File: config.mk
export PLATFORM = sky130hd
export DESIGN_NAME = stuck_watch
export DESIGN_NICKNAME = d
export VERILOG_FILES = /design/src/rtl/stuck_watch_pkg.sv /design/src/rtl/stuck_quiet_ctr.sv /design/src/rtl/stuck_live_det.sv /design/src/rtl/stuck_sticky.sv /design/src/rtl/stuck_watch.sv
export SDC_FILE = /design/constraint.sdc
export NUM_CORES = 1
export LEC_CHECK = 0
export BUFFER_PORTS_ARGS = -buffer_cell sky130_fd_sc_hd__buf_4
export CORE_AREA = 2 2 39 41
export CTS_BUF_LIST = sky130_fd_sc_hd__clkbuf_4 sky130_fd_sc_hd__clkbuf_8
export CTS_CLUSTER_SIZE = 25
export DETAILED_ROUTE_END_ITERATION = 12
export DIE_AREA = 0 0 41 43
export HOLD_SLACK_MARGIN = 0.03
export PLACE_DENSITY = 0.71
export SYNTH_ARGS = -nofsm -noshare
export SYNTH_HDL_FRONTEND = slang
export SYNTH_HIERARCHICAL = 1
export SYNTH_SLANG_ARGS = --single-unit
export TNS_END_PERCENT = 50
File: constraint.sdc
create_clock -name clk -period 1.7 [get_ports clk]
set_input_delay 0.34 -clock clk [delete_from_list [all_inputs] [get_ports clk]]
set_output_delay 0.34 -clock clk [all_outputs]
set_load 0.01 [all_outputs]
File: src/rtl/stuck_watch_pkg.sv
// Package: shared types and helpers for the stuck-at watchdog.
// Assumes nothing beyond IEEE 1800-2017 constant functions.
package stuck_watch_pkg;

    // Pair of polarity flags carried between submodules.
    typedef struct packed {
        logic hi;
        logic lo;
    } pol_flags_t;

    // Larger of two limits, used to size the counter.
    function automatic int unsigned umax(input int unsigned a, input int unsigned b);
        return (a > b) ? a : b;
    endfunction

endpackage

File: src/rtl/stuck_quiet_ctr.sv
// Module: quiet-time counter.
// Captures the monitored bit every edge and counts consecutive edges on
// which it equals the captured value. The first edge after reset only
// primes the capture (startup guard). Disable holds the count at zero.
// Assumes CW is wide enough to hold the largest limit.
module stuck_quiet_ctr #(
    parameter int unsigned CW = 4
) (
    input  logic          clk,
    input  logic          rst_n,
    input  logic          en,
    input  logic          sig_in,
    output logic          level,
    output logic [CW-1:0] cnt
);
    localparam logic [CW-1:0] CMAX = {CW{1'b1}};

    logic primed;

    // Capture level, arm the startup guard, advance or clear the count.
    always_ff @(posedge clk) begin
        if (!rst_n) begin
            primed <= 1'b0;
            level  <= 1'b0;
            cnt    <= '0;
        end else begin
            primed <= 1'b1;
            level  <= sig_in;
            if (!primed || !en || (sig_in != level)) begin
                cnt <= '0;
            end else if (cnt != CMAX) begin
                cnt <= cnt + 1'b1;
            end
        end
    end

    // a sampled change restarts the count
    a_r6_change_clears: assert property (@(posedge clk) disable iff (!rst_n)
        (primed && (sig_in != level)) |=> (cnt == '0));

    // a full count does not wrap
    a_r7_saturates: assert property (@(posedge clk) disable iff (!rst_n)
        (primed && en && (sig_in == level) && (cnt == CMAX)) |=> (cnt == CMAX));

    // disabled means the count is held at zero
    a_r8_disable_holds_zero: assert property (@(posedge clk) disable iff (!rst_n)
        (!en) |=> (cnt == '0));

endmodule

File: src/rtl/stuck_live_det.sv
// Module: live flag decoder.
// Compares the quiet count with the limit of the captured level and
// gates the result with enable. Purely combinational.
// Assumes TH_HI and TH_LO are at least 1 and fit in CW bits.
module stuck_live_det
    import stuck_watch_pkg::*;
#(
    parameter int unsigned CW    = 4,
    parameter int unsigned TH_HI = 3,
    parameter int unsigned TH_LO = 4
) (
    input  logic          en,
    input  logic          level,
    input  logic [CW-1:0] cnt,
    output pol_flags_t    live
);
    localparam logic [CW-1:0] LIM_HI = CW'(TH_HI);
    localparam logic [CW-1:0] LIM_LO = CW'(TH_LO);

    // Raise the flag of the held level once its limit is reached.
    always_comb begin
        live.hi = en &&  level && (cnt >= LIM_HI);
        live.lo = en && !level && (cnt >= LIM_LO);
    end

endmodule

File: src/rtl/stuck_sticky.sv
// Module: sticky fault record.
// Latches each live flag until clear or reset; clear wins over set.
// With STICKY_EN=0 the record is not built and the outputs are zero.
module stuck_sticky
    import stuck_watch_pkg::*;
#(
    parameter bit STICKY_EN = 1'b1
) (
    input  logic       clk,
    input  logic       rst_n,
    input  logic       clr,
    input  pol_flags_t live,
    output pol_flags_t rec
);
    if (STICKY_EN) begin : g_rec
        pol_flags_t rec_q;

        // Accumulate live flags; clear takes priority.
        always_ff @(posedge clk) begin
            if (!rst_n || clr) begin
                rec_q <= '0;
            end else begin
                rec_q <= rec_q | live;
            end
        end

        assign rec = rec_q;

        // clear leaves the record empty
        a_r10_clear_wins: assert property (@(posedge clk) disable iff (!rst_n)
            clr |=> (rec == '0));

        // a live high flag is recorded unless cleared
        a_r9_set_hi: assert property (@(posedge clk) disable iff (!rst_n)
            (live.hi && !clr) |=> rec.hi);

        a_r9_set_lo: assert property (@(posedge clk) disable iff (!rst_n)
            (live.lo && !clr) |=> rec.lo);
    end else begin : g_none
        assign rec = '0;
    end

endmodule

File: src/rtl/stuck_watch.sv
// Module: stuck-at watchdog top.
// Watches one bit and warns when it holds 1 for TH_HI edges or 0 for
// TH_LO edges. The warnings never feed back into the watched logic.
// Assumes sig_in is already synchronous to clk; TH_HI, TH_LO >= 1.
module stuck_watch
    import stuck_watch_pkg::*;
#(
    parameter int unsigned TH_HI     = 300,
    parameter int unsigned TH_LO     = 400,
    parameter bit          STICKY_EN = 1'b1
) (
    input  logic clk,
    input  logic rst_n,
    input  logic en,
    input  logic sig_in,
    input  logic sticky_clr,
    output logic stuck_hi,
    output logic stuck_lo,
    output logic sticky_hi,
    output logic sticky_lo
);
    localparam int unsigned TH_MAX = umax(TH_HI, TH_LO);
    localparam int unsigned CW     = $clog2(TH_MAX + 1);

    logic          level;
    logic [CW-1:0] cnt;
    pol_flags_t    live;
    pol_flags_t    rec;

    stuck_quiet_ctr #(.CW(CW)) u_ctr (
        .clk    (clk),
        .rst_n  (rst_n),
        .en     (en),
        .sig_in (sig_in),
        .level  (level),
        .cnt    (cnt)
    );

    stuck_live_det #(.CW(CW), .TH_HI(TH_HI), .TH_LO(TH_LO)) u_det (
        .en    (en),
        .level (level),
        .cnt   (cnt),
        .live  (live)
    );

    stuck_sticky #(.STICKY_EN(STICKY_EN)) u_rec (
        .clk   (clk),
        .rst_n (rst_n),
        .clr   (sticky_clr),
        .live  (live),
        .rec   (rec)
    );

    // Drive the output pins from the internal flag pairs.
    always_comb begin
        stuck_hi  = live.hi;
        stuck_lo  = live.lo;
        sticky_hi = rec.hi;
        sticky_lo = rec.lo;
    end

    // a single level cannot be stuck both ways
    a_r2_exclusive: assert property (@(posedge clk) disable iff (!rst_n)
        !(stuck_hi && stuck_lo));

    // no live warning while disabled
    a_r8_quiet_when_off: assert property (@(posedge clk) disable iff (!rst_n)
        (!en) |-> (!stuck_hi && !stuck_lo));

endmodule

==> results of run 1 <==
==> state kept, by name, indices dropped and copies added, names as in the netlist <==
signal / cells
u_ctr/cnt: 9
u_rec/rec: 2
u_ctr/level: 1
u_ctr/primed: 1
==> timing repair <==
action	4_1_cts	5_1_grt
setup buffers	0	2
endpoints found under the setup margin	0	3
resized for setup	0	8
==> cell usage after synthesis <==
| cell | count |
|---|---|
| sky130_fd_sc_hd__o31ai_1 | 1 |
| sky130_fd_sc_hd__nor2_1 | 11 |
| sky130_fd_sc_hd__nand2b_4 | 2 |
| sky130_fd_sc_hd__nand4b_1 | 2 |
| sky130_fd_sc_hd__mux2i_1 | 2 |
| sky130_fd_sc_hd__nand4_2 | 1 |
| sky130_fd_sc_hd__dfxtp_1 | 13 |
| sky130_fd_sc_hd__nand4_1 | 1 |
| sky130_fd_sc_hd__nand3_1 | 4 |
| sky130_fd_sc_hd__or4_1 | 1 |
| sky130_fd_sc_hd__and2_1 | 1 |
| sky130_fd_sc_hd__nand2_1 | 1 |
| sky130_fd_sc_hd__or3_1 | 2 |
| sky130_fd_sc_hd__ha_1 | 2 |
| sky130_fd_sc_hd__nand3b_1 | 1 |
| sky130_fd_sc_hd__inv_1 | 1 |
| sky130_fd_sc_hd__nor3_1 | 1 |
| sky130_fd_sc_hd__a21oi_1 | 5 |
| sky130_fd_sc_hd__or3_2 | 1 |
| sky130_fd_sc_hd__xor2_1 | 3 |
| sky130_fd_sc_hd__a211oi_2 | 1 |
| sky130_fd_sc_hd__o21ai_0 | 3 |
| sky130_fd_sc_hd__xnor2_1 | 1 |
| sky130_fd_sc_hd__clkbuf_2 | 1 |
==> cells by family (layout without fill, tap and decap cells) <==
kind of cell / after synthesis / in the layout / share of synthesized area
and+or+nand+nor: 29 / 29 / 0.300
DFF: 13 / 13 / 0.445
AOI/OAI and AO/OA: 10 / 10 / 0.103
xor gates and xnor gates: 4 / 4 / 0.0600
adders and majority gates: 2 / 2 / 0.0428
muxes: 2 / 2 / 0.0343
buffers and inverters: 2 / 25 / 0.0150
==> layout make-up <==
class / count / area share
Inverter: 1 / 0.00459
Sequential cell: 13 / 0.321
Timing Repair Buffer: 20 / 0.183
Tap cell: 16 / 0.0245
Multi-Input combinational cell: 47 / 0.430
Clock buffer: 4 / 0.0367
==> cell usage in the layout, fill, tap and decap left out <==
cell                       count
sky130_fd_sc_hd__a211oi_2      1
sky130_fd_sc_hd__a21oi_1       4
sky130_fd_sc_hd__a21oi_2       1
sky130_fd_sc_hd__and2_1        1
sky130_fd_sc_hd__buf_4        20
sky130_fd_sc_hd__clkbuf_4      4
sky130_fd_sc_hd__dfxtp_1      11
sky130_fd_sc_hd__dfxtp_2       2
sky130_fd_sc_hd__ha_4          2
sky130_fd_sc_hd__inv_1         1
sky130_fd_sc_hd__mux2i_1       2
sky130_fd_sc_hd__nand2_1       1
sky130_fd_sc_hd__nand2b_4      2
sky130_fd_sc_hd__nand3_1       3
sky130_fd_sc_hd__nand3_2       1
sky130_fd_sc_hd__nand3b_1      1
sky130_fd_sc_hd__nand4_1       1
sky130_fd_sc_hd__nand4_2       1
sky130_fd_sc_hd__nand4b_1      2
sky130_fd_sc_hd__nor2_1       10
sky130_fd_sc_hd__nor2_2        1
sky130_fd_sc_hd__nor3_1        1
sky130_fd_sc_hd__o21ai_0       3
sky130_fd_sc_hd__o31ai_1       1
sky130_fd_sc_hd__or3_1         2
sky130_fd_sc_hd__or3_2         1
sky130_fd_sc_hd__or4_1         1
sky130_fd_sc_hd__xnor2_1       1
sky130_fd_sc_hd__xor2_1        3
==> worst max-delay path by stage <==
| stage | slack, ns | cells after the start | end |
|---|---|---|---|
| CTS | 0.008 | 7 | u_ctr/cnt[7] |
| global placement | 0.10 | 7 | u_ctr/cnt[7] |
| floorplan | -0.005 | 8 | u_ctr/cnt[7] |
| detailed placement | 0.02 | 7 | u_ctr/cnt[7] |
| finish | 0.07 | 7 | u_ctr/cnt[7] |
| global route | -0.01 | 8 | u_ctr/cnt[7] |
==> power by group through the flow <==
stage,clock network (mW),registers (mW),logic (mW)
global route,0.225,0.310,0.0244
finish,0.207,0.310,0.0218
detailed placement,0,0.317,0.0217
floorplan,0,0.317,0.00891
CTS,0.212,0.309,0.0218
global placement,0,0.317,0.0214
==> routing by layer <==
layer | up-vias | global-route usage | wire length [um]
li1 | 267 | - | -
met1 | 253 | 0.206 | 560
met2 | 11 | 0.263 | 689
met3 | 2 | 0.0366 | 39
met4 | 0 | 0.113 | 27
met5 | - | 0 | 0
==> metrics by stage <==
step | cell area [um^2] | TNS, ns | setup WS, ns | hold WS, ns | std cells
3_3_place_gp | 737 | 0 | 0.104 | 0.448 | 95
5_1_grt | 818 | -0.0128 | -0.0128 | 0.208 | 101
6_report | 818 | 0 | 0.0669 | 0.214 | 101
3_5_place_dp | 737 | 0 | 0.0211 | 0.460 | 95
2_1_floorplan | 596 | -0.00480 | -0.00480 | 0.368 | 62
4_1_cts | 767 | 0 | 0.00755 | 0.207 | 99
==> out/results.md, run 1 <==
| Step | Metric | Reported |
| --- | --- | --- |
| floorplanning | Die Ht | 43 um |
| cells and area | Final Core Density | 0.591 |
| worst setup path | Maximum cell stage delay along the critical path | 0.44 ns |
| routing | Remaining number of nets flagged by the antenna check after routing | 0 |
| cts | CTS Hold Bufs | 0 |
| worst setup path | R2R depth | 7 |
| timing | Number of hold violations in the final report | 0 |
| worst setup path | Startpoint type of the worst setup path | register |
| pwr | Peak ir drop on the vdd network | 546 uV |
| worst setup path | Endpoint arrival time on the critical path | 1.84 ns |
| timing | Maximum operating frequency | 612 MHz |
| yosys | Average cell area after synthesis | 9.42 um^2 |
| cts | Number of buffers inserted during clock tree synthesis | 3 |
| place | Routability congestion estimate from global placement | 0.731 |
| worst setup path | Worst reg2reg startpoint | u_ctr/cnt[0] |
| worst setup path | Required time of the critical path | 1.90 ns |
| cts | CTS sink cnt | 13 |
| timing | Rel. slew slack | 0.726 |
| floorplanning | DIE AREA | 1760 um^2 |
| grt | First-pass GRT wire length | 2010 um |
| pwr | Power per unit of standard cell area | 658 nW/um^2 |
| cts | H-Tree Depth | 1 |
| grt | Vias in the first global route | 503 |
| cells and area | Multi-input gate area in the final layout | 352 um^2 |
| worst setup path | Total buffers and inverters traversed by the critical path | 0 |
| grt | Number of antenna violations at the first check in global routing | 0 |
| pwr | Switching power | 111 uW |
| grt | Total congestion overflow after global routing | 0 |
| routing | Via/cell ratio | 5.28 |
| pwr | Switching portion of total power | 0.206 |
| routing | # DRC | 0 |
| pwr | Clock share of power | 0.384 |
| yosys | Top cell type by total area after synthesis | sky130_fd_sc_hd__dfxtp_1 |
| worst setup path | Type of the setup path with the least slack | register to register |
| routing | Number of optimization iterations in the first detailed-route pass | 4 |
| cells and area | FF+latch area | 263 um^2 |
| worst setup path | List of cells traversed by the critical path | ha_4 > nand3_2 > nor2_2 > ha_4 > nand3b_1 > or4_1 > a21oi_2 |
| cells and area | Number of nets in the finished design | 93 |
| worst setup path | Launch point of the critical path | u_ctr/cnt[0] |
| pwr | Total power | 539 uW |
| yosys | Cell area after technology mapping | 584 um^2 |
| grt | Maximum number of pins on one net before global-route repair | 10 |
| floorplanning | Io pins | 9 |
| routing | Detailed-route wire length per cell | 13.0 um |
| pwr | Leakage dissipation | 0.305 nW |
| timing | Slew Viols, Final | 0 |
| yosys | Yosys warnings | 6 |
| worst setup path | Maximum net fanout on the critical path | 4 |
| min path | Worst hold endpoint | u_ctr/primed |
| cells and area | Fillers | 120 |
| worst setup path | Critical path's slowest cell | sky130_fd_sc_hd__or4_1 |
| floorplanning | CORE AREA | 1380 um^2 |
| min path | Hold Startpoint | rst_n |
| pwr | Combinational share of power | 0.041 |
| place | Number of port buffers | 8 |
| cts | TritonCTS clock tree | yes |
| cts | CTS Buffer Depth | 2 |
| run | Number of max-cap violations | 0 |
| yosys | Post-synth cell types | 24 |
| floorplanning | Effective utilization at floorplan | 0.422 |
| worst setup path | Kind of end point of the critical path | register |
| place | Post-DP HPWL | 901 um |
| floorplanning | Number of core rows | 14 |
| timing | Final min period | 1.63 ns |
| yosys | Fraction of the yosys area taken by sequential cells | 0.445 |
| yosys | Count of mapped cells out of synthesis | 62 |
| cts | Clock-pin slew on the worst setup and hold paths | 0.09 ns |
| cts | Clk Latency, worst-skew pair | 0.27 ns |
| timing | Number of setup violations in the final report | 0 |
| yosys | Share of the synthesized area in the top cell type | 0.445 |
| pwr | Relative contribution of sequential cells to total power | 0.575 |
| timing | Slew of the pin with the lowest slew margin | 0.409 ns |
| cts | Clk root buf | sky130_fd_sc_hd__clkbuf_4 |
| cells and area | Count of antenna diodes in the layout | 0 |
| grt | All-Layer GR Usage | 0.173 |
| worst setup path | CP dominant cell by count | sky130_fd_sc_hd__ha_4 |
| worst setup path | Worst reg2reg endpoint | u_ctr/cnt[7] |
| cells and area | Ratio of cells with drive above 1 in the final layout | 0.424 |
| timing | Clock Skew | 0.00905 ns |
| cells and area | Area Growth Syn to Fin | 40.0% |
| yosys | Dominant cells by area after synthesis | sky130_fd_sc_hd__dfxtp_1, sky130_fd_sc_hd__nor2_1, sky130_fd_sc_hd__nand2b_4 |
| routing | Post-detailed-routing wire length | 1320 um |
| routing | DRC marker count from the first detailed-route iteration | 8 |
| min path | Worst hold path cell count | 1 |
| status | Result of the run | finished, final reports clean |
| yosys | Flip-flop and latch count after synthesis | 13 |
| routing | Total number of vias | 533 |
| worst setup path | Family of cells with the greatest summed delay on the critical path | simple AND/OR/NAND/NOR gates |
| timing | Crit share post-route | 0.961 |
| floorplanning | Die extent in x | 41 um |
| worst setup path | Register-to-register setup slack | 0.07 ns |
| yosys | Net count after synthesis | 69 |
| pwr | Int Pwr | 428 uW |
| min path | Hold crit path type | primary input to register |
Power figures use the tool's default switching activity.
==> run 2, diff against run 1 <==
--- a/config.mk
+++ b/config.mk
@@ -11,8 +11,8 @@
 export CTS_CLUSTER_SIZE = 25
 export DETAILED_ROUTE_END_ITERATION = 12
 export DIE_AREA = 0 0 41 43
-export HOLD_SLACK_MARGIN = 0.03
-export PLACE_DENSITY = 0.71
+export PLACE_DENSITY = 0.67
+export SKIP_LAST_GASP = 1
 export SYNTH_ARGS = -nofsm -noshare
 export SYNTH_HDL_FRONTEND = slang
 export SYNTH_HIERARCHICAL = 1
==> run 2 against run 1 <==
  * Die area stayed put
  * Clock skew is 0.0068 ns lower
  * First-iteration DRC count down 13%
  * Power is 0.64% lower
  * Flip-flop and latch count stayed put
  * Hold slack worse by 0.0022 ns
  * Utilization down 4.1 points
  * Fmax increased by 0.32%
  * Final cell count decreased by 3.0%
  * Largest cell class unchanged
==> out/results.md, run 2 (synthesized netlist as in run 1, its figures left out) <==
| Step | Metric | Reported | Change |
| --- | --- | --- | --- |
| timing | Crit share post-route | 0.958 | was 0.961 |
| grt | Peak-usage layer in the global routing report | met2 | unchanged |
| routing | DRC marker count from the first detailed-route iteration | 7 | was 8 |
| worst setup path | Kind of end point of the critical path | register | unchanged |
| timing | Setup TNS | 0 ns | unchanged |
| worst setup path | Endpoint arrival time on the critical path | 1.83 ns | was 1.84 ns |
| routing | Remaining number of nets flagged by the antenna check after routing | 0 | unchanged |
| cts | CTS Buffer Depth | 2 | unchanged |
| timing | Number of setup violations in the final report | 0 | unchanged |
| cts | Clk root buf | sky130_fd_sc_hd__clkbuf_4 | unchanged |
| timing | Slew of the pin with the lowest slew margin | 0.393 ns | was 0.409 ns |
| grt | Global routing usage on met1 | 0.215 | was 0.206 |
| place | Pre-CTS setup slack | 0.0666 ns | was 0.0211 ns |
| pwr | Total power | 535 uW | was 539 uW |
| cts | Post-CTS Setup Inserts | 0 | unchanged |
| floorplanning | Io pins | 9 | unchanged |
| timing | Slew Viols, Final | 0 | unchanged |
| cts | Number of buffers inserted during clock tree synthesis | 3 | unchanged |
| grt | All-Layer GR Usage | 0.154 | was 0.173 |
| cells and area | Area Growth Syn to Fin | 30.4% | was 40.0% |
| place | Number of port buffers | 8 | unchanged |
| worst setup path | Maximum net fanout on the critical path | 4 | unchanged |
| timing | Post-route setup slack | 0.0721 ns | was 0.0669 ns |
| floorplanning | Effective utilization at floorplan | 0.422 | unchanged |
| grt | Vias in the first global route | 440 | was 503 |
| cells and area | Most frequent standard cell in the layout excluding fill and tap cells | sky130_fd_sc_hd__buf_4 | unchanged |
| grt | Number of antenna violations at the first check in global routing | 0 | unchanged |
| floorplanning | Number of core rows | 14 | unchanged |
| pwr | Switching power | 108 uW | was 111 uW |
| grt | GR met3 Demand/Resource | 0.0314 | was 0.0366 |
| worst setup path | Startpoint type of the worst setup path | register | unchanged |
| grt | Total congestion overflow after global routing | 0 | unchanged |
| cells and area | Count of antenna diodes in the layout | 0 | unchanged |
| cells and area | Most frequent cells in the layout | sky130_fd_sc_hd__buf_4, sky130_fd_sc_hd__dfxtp_1, sky130_fd_sc_hd__nor2_1 | unchanged |
| pwr | Clock share of power | 0.382 | was 0.384 |
| cts | H-Tree Depth | 1 | unchanged |
| cells and area | Final Core Density | 0.551 | was 0.591 |
| cells and area | Most flops, register | u_ctr/cnt | unchanged |
| timing | Final min period | 1.63 ns | about the same |
| worst setup path | Type of the setup path with the least slack | register to register | unchanged |
| routing | Detailed-route wire length per cell | 10.8 um | was 13.0 um |
| grt | Met2 GRT Util | 0.216 | was 0.263 |
| routing | Post-detailed-routing wire length | 1060 um | was 1320 um |
| cts | CTS Hold Bufs | 0 | unchanged |
| pwr | Leakage dissipation | 0.290 nW | was 0.305 nW |
| worst setup path | Register-to-register setup slack | 0.07 ns | about the same |
| pwr | Combinational share of power | 0.040 | was 0.041 |
| cts | TritonCTS clock tree | yes | unchanged |
| routing | # DRC | 0 | unchanged |
| place | Post-DP HPWL | 840 um | was 901 um |
| min path | Hold crit path type | primary input to register | unchanged |
| cts | Clock-pin slew on the worst setup and hold paths | 0.08 ns | was 0.09 ns |
| floorplanning | Die extent in x | 41 um | unchanged |
| pwr | Peak ir drop on the vdd network | 491 uV | was 546 uV |
| timing | Maximum operating frequency | 614 MHz | was 612 MHz |
| cts | Clk Latency, worst-skew pair | 0.27 ns | about the same |
| run | Number of max-cap violations | 0 | unchanged |
| cells and area | Number of nets in the finished design | 90 | was 93 |
| cells and area | Max FFs per register | 9 | unchanged |
| routing | Total number of vias | 489 | was 533 |
| place | Routability congestion estimate from global placement | 0.719 | was 0.731 |
| floorplanning | Die Ht | 43 um | unchanged |
| pwr | Relative contribution of sequential cells to total power | 0.578 | was 0.575 |
| grt | First-pass GRT wire length | 1820 um | was 2010 um |
| status | Result of the run | finished, final reports clean | unchanged |
| cts | CTS sink cnt | 13 | unchanged |
| floorplanning | DIE AREA | 1760 um^2 | unchanged |
| floorplanning | CORE AREA | 1380 um^2 | unchanged |
| worst setup path | Required time of the critical path | 1.90 ns | about the same |
| routing | Number of optimization iterations in the first detailed-route pass | 3 | was 4 |
| timing | RSZ-0062 raised after global routing | yes |  |
| timing | Rel. slew slack | 0.737 | was 0.726 |
| routing | Via/cell ratio | 4.99 | was 5.28 |
| pwr | Power per unit of standard cell area | 702 nW/um^2 | was 658 nW/um^2 |
| pwr | Switching portion of total power | 0.202 | was 0.206 |
| pwr | Int Pwr | 427 uW | was 428 uW |
| grt | Maximum number of pins on one net before global-route repair | 10 | unchanged |
| cells and area | Ratio of cells with drive above 1 in the final layout | 0.341 | was 0.424 |
| timing | Number of hold violations in the final report | 0 | unchanged |
| timing | Clock Skew | 0.00223 ns | was 0.00905 ns |
==> run 2: path summary, 6_finish.rpt <==
path / startpoint / to / cells past startpoint
max reg2reg: u_ctr/cnt[1] / u_ctr/cnt[7] / 7
min: rst_n / u_ctr/primed / 1
max: u_ctr/cnt[1] / u_ctr/cnt[7] / 7
min reg2reg: u_rec/rec[1] / u_rec/rec[1] / 2
==> run 2: critical path, cell delays in order, from the launching register on <==
cell and delay (ns):
sky130_fd_sc_hd__dfxtp_1 0.32, sky130_fd_sc_hd__ha_2 0.18, sky130_fd_sc_hd__nand3_1 0.07, sky130_fd_sc_hd__nor2_1 0.04, sky130_fd_sc_hd__ha_2 0.19, sky130_fd_sc_hd__nand3b_1 0.20
sky130_fd_sc_hd__or4_1 0.42, sky130_fd_sc_hd__a21oi_1 0.13
==> run 2: through the flow <==
| step | hold slack [ns] | area [um^2] | cells |
|---|---|---|---|
| final | 0.212 | 762 | 98 |
| after floorplan | 0.368 | 596 | 62 |
| after global routing | 0.205 | 762 | 98 |
| after global placement | 0.447 | 729 | 94 |
| after CTS | 0.198 | 759 | 98 |
| after detailed placement | 0.455 | 729 | 94 |
==> run 2: timing repair <==
action | in CTS | in global routing
endpoints found under the setup margin | 0 | 3
gates resized for setup | 0 | 1
hold endpoints to repair | 0 | 0
==> run 2: cell type report <==
class | instances | area [um^2]
Timing Repair Buffer | 17 | 128
Inverter | 1 | 3.75
Fill cell | 126 | 622
Clock buffer | 4 | 30.0
Multi-Input combinational cell | 47 | 320
Sequential cell | 13 | 260
Tap cell | 16 | 20.0
==> run 2: routing by layer <==
metal,vias up,share of wire
met4,0,0
met2,4,0.50
li1,265,-
met5,-,0
met3,0,0.025
met1,220,0.48
==> run 2: power by group through the flow <==
stage	clock network (mW)	registers (mW)	logic, mW
2_1_floorplan	0	0.317	0.00891
3_3_place_gp	0	0.317	0.0211
3_5_place_dp	0	0.317	0.0216
4_1_cts	0.218	0.309	0.0216
5_1_grt	0.224	0.310	0.0233
6_report	0.205	0.309	0.0213
==> run 3, diff against run 2 <==
--- a/config.mk
+++ b/config.mk
@@ -11,6 +11,7 @@
 export CTS_CLUSTER_SIZE = 25
 export DETAILED_ROUTE_END_ITERATION = 12
 export DIE_AREA = 0 0 41 43
+export MAX_ROUTING_LAYER = met4
 export PLACE_DENSITY = 0.67
 export SKIP_LAST_GASP = 1
 export SYNTH_ARGS = -nofsm -noshare
==> run 3 against run 2 <==
  * Final cell count did not move
  * Clock skew barely moved
  * Combinational power barely moved
  * Wire length barely moved
  * Sequential power barely moved
  * Non-clock buffer count did not move
  * Register-to-register slack barely moved
  * Global-route usage rose by 0.38 points
  * Critical path type unchanged
  * Critical endpoint unchanged
  * Largest cell class unchanged
==> out/results.md, run 3 (synthesized netlist as in run 1, its figures left out) <==
| Step | Metric | Reported | Change |
| --- | --- | --- | --- |
| status | Result of the run | finished, final reports clean | unchanged |
| cells and area | Ratio of cells with drive above 1 in the final layout | 0.341 | unchanged |
| pwr | Switching portion of total power | 0.202 | about the same |
| routing | Via/cell ratio | 5.01 | was 4.99 |
| worst setup path | Worst reg2reg startpoint | u_ctr/cnt[1] | unchanged |
| grt | Number of antenna violations at the first check in global routing | 0 | unchanged |
| place | Routability congestion estimate from global placement | 0.727 | was 0.719 |
| min path | Hold crit path type | primary input to register | unchanged |
| pwr | Clock share of power | 0.382 | about the same |
| grt | First-pass GRT wire length | 1820 um | unchanged |
| floorplanning | Die extent in x | 41 um | unchanged |
| pwr | Relative contribution of sequential cells to total power | 0.578 | about the same |
| timing | RSZ-0062 raised after global routing | yes | unchanged |
| routing | Highest routed metal layer | met3 | unchanged |
| pwr | Power per unit of standard cell area | 702 nW/um^2 | about the same |
| timing | Final min period | 1.63 ns | about the same |
| timing | Clock Skew | 0.00221 ns | was 0.00223 ns |
| timing | Number of setup violations in the final report | 0 | unchanged |
| routing | Detailed-route wire length per cell | 10.8 um | about the same |
| routing | DRC marker count from the first detailed-route iteration | 7 | unchanged |
| grt | Maximum number of pins on one net before global-route repair | 10 | unchanged |
| grt | All-Layer GR Usage | 0.158 | was 0.154 |
| place | Pre-CTS setup slack | 0.0666 ns | unchanged |
| timing | Setup TNS | 0 ns | unchanged |
| worst setup path | Type of the setup path with the least slack | register to register | unchanged |
| cts | Post-CTS Setup Inserts | 0 | unchanged |
| cells and area | FF+latch area | 260 um^2 | unchanged |
| worst setup path | Endpoint arrival time on the critical path | 1.83 ns | about the same |
| cells and area | Most flops, register | u_ctr/cnt | unchanged |
| cells and area | Most frequent standard cell in the layout excluding fill and tap cells | sky130_fd_sc_hd__buf_4 | unchanged |
| cts | CTS Hold Bufs | 0 | unchanged |
| pwr | Switching power | 108 uW | about the same |
| worst setup path | Maximum net fanout on the critical path | 4 | unchanged |
| worst setup path | Launch point of the critical path | u_ctr/cnt[1] | unchanged |
| routing | Total number of vias | 491 | was 489 |
| worst setup path | Startpoint type of the worst setup path | register | unchanged |
| cts | Number of buffers inserted during clock tree synthesis | 3 | unchanged |
| place | Number of port buffers | 8 | unchanged |
| place | Post-DP HPWL | 840 um | unchanged |
| worst setup path | Register-to-register setup slack | 0.07 ns | about the same |
| min path | Hold Startpoint | rst_n | unchanged |
| floorplanning | DIE AREA | 1760 um^2 | unchanged |
| timing | Post-route setup slack | 0.0722 ns | was 0.0721 ns |
| floorplanning | Effective utilization at floorplan | 0.422 | unchanged |
| routing | Met2 routed wirelength | 526 um | unchanged |
| cts | TritonCTS clock tree | yes | unchanged |
| cells and area | Multi-input gate area in the final layout | 320 um^2 | unchanged |
| timing | Slew of the pin with the lowest slew margin | 0.393 ns | about the same |
| cts | CTS Buffer Depth | 2 | unchanged |
| floorplanning | Io pins | 9 | unchanged |
| routing | M1 WL | 506 um | was 505 um |
| cells and area | Max FFs per register | 9 | unchanged |
| cts | Clock-pin slew on the worst setup and hold paths | 0.08 ns | about the same |
| routing | Post-detailed-routing wire length | 1060 um | about the same |
| cells and area | Count of antenna diodes in the layout | 0 | unchanged |
| pwr | Total power | 535 uW | about the same |
| routing | Number of optimization iterations in the first detailed-route pass | 3 | unchanged |
| cells and area | Area Growth Syn to Fin | 30.4% | unchanged |
| timing | Rel. slew slack | 0.737 | about the same |
| pwr | Combinational share of power | 0.040 | about the same |
| timing | Crit share post-route | 0.958 | about the same |
| cells and area | Most frequent cells in the layout | sky130_fd_sc_hd__buf_4, sky130_fd_sc_hd__dfxtp_1, sky130_fd_sc_hd__nor2_1 | unchanged |
| cells and area | Fillers | 126 | unchanged |
| worst setup path | Required time of the critical path | 1.90 ns | about the same |
| cells and area | Number of nets in the finished design | 90 | unchanged |
| worst setup path | Kind of end point of the critical path | register | unchanged |
| timing | Slew Viols, Final | 0 | unchanged |
| floorplanning | Die Ht | 43 um | unchanged |
| pwr | Leakage dissipation | 0.290 nW | unchanged |
| grt | Total congestion overflow after global routing | 0 | unchanged |
| timing | Maximum operating frequency | 614 MHz | about the same |
| routing | # DRC | 0 | unchanged |
| cts | H-Tree Depth | 1 | unchanged |
| pwr | Peak ir drop on the vdd network | 491 uV | about the same |
| cts | CTS sink cnt | 13 | unchanged |
| routing | Remaining number of nets flagged by the antenna check after routing | 0 | unchanged |
| grt | Vias in the first global route | 442 | was 440 |
| floorplanning | Number of core rows | 14 | unchanged |
| routing | Total met3 wirelength after detailed routing | 26 um | unchanged |
| cts | Clk Latency, worst-skew pair | 0.27 ns | about the same |
| cts | Clk root buf | sky130_fd_sc_hd__clkbuf_4 | unchanged |
| timing | Worst Hold Slack | 0.212 ns | about the same |
| run | Number of max-cap violations | 0 | unchanged |
| pwr | Int Pwr | 427 uW | about the same |
| floorplanning | CORE AREA | 1380 um^2 | unchanged |
| timing | Number of hold violations in the final report | 0 | unchanged |
==> run 3: cell counts in the layout (fill, tap and decap cells not counted) <==
Identical to the previous run, type by type.
==> run 3: path summary, 6_finish.rpt <==
check / endpoint / depth (start not counted)
hold / removal: u_ctr/primed / 1
setup reg to reg: u_ctr/cnt[7] / 7
setup / recovery: u_ctr/cnt[7] / 7
hold reg to reg: u_rec/rec[1] / 2
==> run 3: per-layer routing <==
layer	up-vias	GRT usage
met2	4	0.216
met5	-	-
met4	0	0.0800
met3	0	0.0314
li1	265	-
met1	222	0.215
==> run 3: metrics by stage <==
stage	utilization	cell area, um^2	cells
after floorplan	-	596	62
after global placement	0.527	729	94
after detailed placement	0.527	729	94
after CTS	0.549	759	98
after global routing	0.551	762	98
final	0.551	762	98
==> run 3: area by class of cell <==
cell class | count | area share
multi-input cells | 47 | 0.420
flip-flops and latches | 13 | 0.342
repair buffers | 17 | 0.167
clock buffers | 4 | 0.0394
well taps | 16 | 0.0263
inverters | 1 | 0.00493
==> run 3: what timing repair did <==
| action | CTS | global route |
|---|---|---|
| setup endpoints to repair | 0 | 3 |
| hold endpoints to repair | 0 | 0 |
| gates resized for setup | 0 | 1 |
==> run 3: worst max-delay path: stages, from the launching register on <==
cell and delay (ns):
sky130_fd_sc_hd__dfxtp_1 0.32, sky130_fd_sc_hd__ha_2 0.18, sky130_fd_sc_hd__nand3_1 0.07, sky130_fd_sc_hd__nor2_1 0.04, sky130_fd_sc_hd__ha_2 0.19, sky130_fd_sc_hd__nand3b_1 0.20, sky130_fd_sc_hd__or4_1 0.42, sky130_fd_sc_hd__a21oi_1 0.13
==> run 3: power groups by stage <==
| stage | clock (mW) | sequential [mW] | combinational (mW) |
|---|---|---|---|
| CTS | 0.218 | 0.309 | 0.0216 |
| finish | 0.205 | 0.309 | 0.0213 |
| global placement | 0 | 0.317 | 0.0211 |
| detailed placement | 0 | 0.317 | 0.0216 |
| floorplan | 0 | 0.317 | 0.00891 |
| global route | 0.224 | 0.310 | 0.0233 |
